===== src/rtl/rowdec_pkg.sv =====
package rowdec_pkg;
  // Strobes from the control half to the datapath half
  typedef struct packed {
    logic addrLoad;   // capture the row address at this edge
    logic wlOpen;     // word lines may open this cycle
  } rowdecStrobes_t;

  // Number of address slices: two bits each, last one may be a single bit
  function automatic int sliceCount(input int addrW);
    return (addrW + 1) / 2;
  endfunction
endpackage


===== src/rtl/rowdec_slice.sv =====
module rowdec_slice #(
  parameter int SLICE_W = 2
) (
  input  logic [SLICE_W-1:0] sliceBits,
  output logic [3:0]         sliceLines
);
  generate
    if (SLICE_W == 2) begin : g_quad
      always_comb begin
        sliceLines[0] = ~sliceBits[1] & ~sliceBits[0];
        sliceLines[1] = ~sliceBits[1] &  sliceBits[0];
        sliceLines[2] =  sliceBits[1] & ~sliceBits[0];
        sliceLines[3] =  sliceBits[1] &  sliceBits[0];
      end
    end else begin : g_pair
      always_comb begin
        sliceLines[0] = ~sliceBits[0];
        sliceLines[1] =  sliceBits[0];
        sliceLines[3:2] = 2'b00;
      end
    end
  endgenerate
endmodule


===== src/rtl/rowdec_ctrl.sv =====
module rowdec_ctrl
  import rowdec_pkg::*;
(
  input  logic           clk,
  input  logic           rstN,
  input  logic           accessEn,
  output rowdecStrobes_t strobes
);
  logic openQ;

  always_ff @(posedge clk or negedge rstN) begin
    if (!rstN) openQ <= 1'b0;
    else       openQ <= accessEn;
  end

  always_comb begin
    strobes.addrLoad = accessEn;
    strobes.wlOpen   = openQ;
  end
endmodule


===== src/rtl/rowdec_datapath.sv =====
module rowdec_datapath
  import rowdec_pkg::*;
#(
  parameter int ADDR_W = 5
) (
  input  logic                  clk,
  input  logic                  rstN,
  input  logic [ADDR_W-1:0]     rowAddr,
  input  rowdecStrobes_t        strobes,
  output logic [(1<<ADDR_W)-1:0] wordLines
);
  localparam int NUM_WL  = 1 << ADDR_W;
  localparam int NUM_GRP = sliceCount(ADDR_W);

  logic [ADDR_W-1:0] addrQ;
  logic [3:0]        bundle [NUM_GRP];

  always_ff @(posedge clk or negedge rstN) begin
    if (!rstN)                 addrQ <= '0;
    else if (strobes.addrLoad) addrQ <= rowAddr;
  end

  // First level: one predecoder per address slice
  for (genvar g = 0; g < NUM_GRP; g++) begin : g_slice
    localparam int LO = 2 * g;
    localparam int SW = ((ADDR_W - LO) >= 2) ? 2 : 1;
    rowdec_slice #(.SLICE_W(SW)) u_slice (
      .sliceBits (addrQ[LO +: SW]),
      .sliceLines(bundle[g])
    );


    bundle_onehot_chk: assert property (@(posedge clk) disable iff (!rstN)
      $countones(bundle[g]) == 1);

    if (SW == 1) begin : g_oddChk

      odd_slice_upper_chk: assert property (@(posedge clk) disable iff (!rstN)
        bundle[g][3:2] == 2'b00);
    end
  end

  // Second level: each row ANDs one line from every bundle with the enable
  for (genvar w = 0; w < NUM_WL; w++) begin : g_row
    always_comb begin
      logic acc;
      acc = strobes.wlOpen;
      for (int g = 0; g < NUM_GRP; g++) begin
        acc = acc & bundle[g][2'((w >> (2 * g)) & 3)];
      end
      wordLines[w] = acc;
    end
  end


  closed_quiet_chk: assert property (@(posedge clk) disable iff (!rstN)
    !strobes.wlOpen |-> wordLines == '0);


  single_row_chk: assert property (@(posedge clk) disable iff (!rstN)
    strobes.wlOpen |-> $countones(wordLines) == 1);
endmodule


===== src/rtl/row_predecoder.sv =====
module row_predecoder
  import rowdec_pkg::*;
#(
  parameter int ADDR_W = 5
) (
  input  logic                   clk,
  input  logic                   rstN,
  input  logic [ADDR_W-1:0]      rowAddr,
  input  logic                   accessEn,
  output logic [(1<<ADDR_W)-1:0] wordLines
);
  rowdecStrobes_t strobes;

  rowdec_ctrl u_ctrl (
    .clk     (clk),
    .rstN    (rstN),
    .accessEn(accessEn),
    .strobes (strobes)
  );

  rowdec_datapath #(.ADDR_W(ADDR_W)) u_dp (
    .clk      (clk),
    .rstN     (rstN),
    .rowAddr  (rowAddr),
    .strobes  (strobes),
    .wordLines(wordLines)
  );


  addr_match_chk: assert property (@(posedge clk) disable iff (!rstN)
    ($past(rstN) && $past(accessEn)) |-> wordLines[$past(rowAddr)]);


  reset_quiet_chk: assert property (@(posedge clk)
    !rstN |-> wordLines == '0);
endmodule


===== config.mk =====
export PLATFORM = sky130hd
export DESIGN_NAME = row_predecoder
export DESIGN_NICKNAME = d
export VERILOG_FILES = /design/src/rtl/rowdec_pkg.sv /design/src/rtl/rowdec_slice.sv /design/src/rtl/rowdec_ctrl.sv /design/src/rtl/rowdec_datapath.sv /design/src/rtl/row_predecoder.sv
export SDC_FILE = /design/constraint.sdc
export NUM_CORES = 1
export LEC_CHECK = 0
export ABC_AREA = 1
export CORE_AREA = 2 2 39 41
export DETAILED_ROUTE_END_ITERATION = 10
export DIE_AREA = 0 0 41 43
export DONT_BUFFER_PORTS = 1
export PLACE_DENSITY_LB_ADDON = 0.15
export SLEW_MARGIN = 40
export SYNTH_ARGS = -nofsm -noshare
export SYNTH_HDL_FRONTEND = slang
export SYNTH_SLANG_ARGS = --single-unit

===== constraint.sdc =====
create_clock -name clk -period 1.1 [get_ports clk]
set_input_delay 0.055 -clock clk [delete_from_list [all_inputs] [get_ports clk]]
set_output_delay 0.055 -clock clk [all_outputs]
set_load 0.01 [all_outputs]

# Word-level counts from Yosys, hierarchy flattened
# Index checks and enable logic that the tools add are counted.
# totals
ff_bits	6
input_bits	8
out_inout_bits	32
elab_cells	25
# op_classes
bitwise_logic	23
# ops
cell	count
$and A1 B1 Y1	18
$not A1 Y1	5

# Logic depth before layout (Yosys ltp)
# logic_depth
depth_word	5
depth_mapped	5
mapped_depth_nobuf	4

# Hierarchy
# From an unflattened synthesis, not the netlist that was laid out.
# hier_totals
hier_cells	90
hier_area_um2	626.9
# modules_own_cells
mod	instances	cells_each	area_per_inst_um2	seq_area_each_um2
rowdec_datapath	1	68	504.2	125.1
rowdec_slice (u_dp.g_slice[0].u_slice ...)	2	7	26.3	0.0
rowdec_ctrl	1	3	40.0	25.0
rowdec_slice (u_dp.g_slice[2].u_slice)	1	5	30.0	0.0

# Worst setup path before layout
# OpenSTA, ideal clock, no wires.
# synth_path
path_kind	register to output
from	register u_dp.addrQ[1]
to	output port wordLines[0]
arrival_time_ns	0.806
required_ns	1.045
setup_slack_ns	0.239
stages_incl_launch_ff	5
path_buffers	1
cell_sequence	dfrtp_1 > nor2_1 > nand3_1 > nor2_1 > buf_4
# synth_between
elab_chain_cells	5
# synth_lines
element	line_no	source
start: declaration	rowdec_datapath.sv:15	logic [ADDR_W-1:0] addrQ;
start signal: assignment	rowdec_datapath.sv:20	else if (strobes.addrLoad) addrQ <= rowAddr;
$not A1 Y1	rowdec_slice.sv:10	sliceLines[0] = ~sliceBits[1] & ~sliceBits[0];
$and A1 B1 Y1	rowdec_slice.sv:10	
$and A1 B1 Y1 (3 in series)	rowdec_datapath.sv:49	acc = acc & bundle[g][2'((w >> (2 * g)) & 3)];
end: declaration	row_predecoder.sv:10	output logic [(1<<ADDR_W)-1:0] wordLines
# Every way passes these cells.

# Worst setup path in the final report
# layout_path
from	register u_dp.addrQ[1]
to	output port wordLines[4]
# Same word-level chain as after synthesis.

==> results.txt <==
Seq/Total Area, Yosys: 28.17%
Layout cells sized above 1: 23.29%
Pwr Density: 1104 nW/um2
Hpwl dp: 571.9 um
Maximum VDD drop: 0.0004391 V
Failing checks: negative setup slack
Avg Vias per Cell: 3.831
Post-Syn Area: 533.0 um2
Hold Path Class: in -> async
Synth Register Bits: 6
FP Rows: 14
Final nets: 83
Largest net degree at the start of global routing: 12
Hold_ws: 122.1 ps
CTS tree: yes
Outcome: finished, violations left
Commonest cells after routing, fill and taps aside: conb_1, nor2_2, nand2_1
Hold Vio Cnt, Final: 0
# diodes: 0
CP Data Required Time: 1040 ps
Unrepaired setup endpoints after global routing: yes
Leakage: 0.2641 nW
Initial Util: 38.52%
Max Fclk: 0.8908 GHz
Max_cap viols: 0
Period utilization: 102.0%
CP Max Fanout: 3
Core area: 1384 um2
Die height: 43 um
Vias in the first global route: 253
Starting DRT DRC Count: 1
Synth unique cells: 11
CP Class: reg -> out
Grt ovf: 0
# clock sinks: 6
Synth warn: 0
Clock root cell: clkbuf_4
TritonRoute pass-1 iters: 2
Worst setup margin: -22.53 ps
Mean Syn Cell Area: 7.403 um2
Die width: 41 um
Antenna violations before repair: 0
Routed vias: 341
Worst Setup End Kind: output pin
Final min period: 1123 ps
Final Slew Violations: 0
Top-Level Pins: 40
Worst R2R Path Depth: 2
Clock Skews: 0 ps
Most common cell after layout, fill and taps aside: conb_1
Number of port buffers: 0
Die Footprint: 1763 um2
Remaining antenna violation count: 0
Worst skew pair latency: 240 ps
DR DRC count: 0
Area grow syn2layout: -2.347%
DP Area: 394.1 um2
Max Buffers Root-to-Sink: 2
Routed wire per std cell: 7.854 um
Reg clk slew, reported paths: 40 ps
First-pass GRT wire length: 986 um
WP data arrival: 1070 ps
Placer congestion estimate: 0.6571
CP startpoint kind: register
Final wirelength: 699 um
H-tree depth: 1
Synthesized instance count: 72
Gr usage total: 8.722%
Post-route cell area: 520.5 um2
CTS Buf Count: 3
Final setup fails: 4
==> state kept, by name (all words and copies together) (netlist names) <==
signal / cells
u_ctrl.openQ: 1
u_dp.addrQ: 5
==> cell families after synthesis <==
logic type	Yosys count	synth area share, %
buffers and inverters	38	49.53
other	1	0.7035
DFF	6	28.17
AOI/OAI and AO/OA	5	4.694
and+or+nand+nor	22	16.90
==> Yosys cell counts (all sizes together) <==
cell   count  area [um2]
nor2      12       50.05
nand3      2       10.01
buf       33       245.2
o21ai      5       25.02
nand2      8       30.03
dfrtp      6       150.1
conb       1       3.750
inv        5       18.77
==> power by group <==
| part | total [mW] | internal (mW) | switching, mW |
|---|---|---|---|
| registers | 0.261 | 0.241 | 0.0197 |
| clock network | 0.194 | 0.123 | 0.0709 |
| logic | 0.120 | 0.0377 | 0.0824 |
==> stage by stage <==
step	std cells	setup WS [ps]	setup TNS [ps]	total power, mW	util, %
floorplan	95	238.9	0	0.4052	-
finish	89	-22.53	-72.25	0.5744	37.61
CTS	88	-56.37	-164.5	0.5832	37.07
global placement	78	187.6	0	0.3393	28.48
global route	89	-112.1	-726.1	0.6220	37.61
detailed placement	78	191.6	0	0.3397	28.48
==> what timing repair did <==
item	in CTS	in global routing
hold endpoints to repair	12	0
gates cloned	0	0
setup endpoints to repair	8	8
pin swaps	1	1
resized for setup	11	0
buffers inserted	0	1
hold buffers	7	0
==> per-layer routing <==
layer	share of wire [%]	vias up	GRT usage, %
met4	0	0	6.000
met2	53	20	12.19
li1	-	165	-
met1	36	156	9.635
met3	11	0	4.712
met5	0	-	0
==> worst paths after layout <==
kind | slack [ps] | endpoint | start
max in group asynchronous | 750 | u_dp.addrQ[4] | rstN
setup / recovery | -20 | wordLines[4] | u_dp.addrQ[1]
hold reg to reg | 570 | u_dp.addrQ[3] | u_dp.addrQ[3]
min in group clk | 480 | u_dp.addrQ[0] | rowAddr[0]
setup reg to reg | 260 | u_dp.addrQ[4] | u_dp.addrQ[4]
hold / removal | 120 | u_ctrl.openQ | rstN
==> critical path, cell delays in order, from the launching register on <==
cell and delay [ps]:
dfrtp_1 400, nor2_2 130, nand3_1 140, nor2_2 160
==> final cells by class <==
type	instances	area [um2]
inverters	5	18.77
flip-flops and latches	6	151.4
well taps	16	20.02
fillers	155	863.3
clock buffers	3	22.52
multi-input cells	51	230.2
repair buffers	8	77.57
Power figures use the tool's default switching activity.
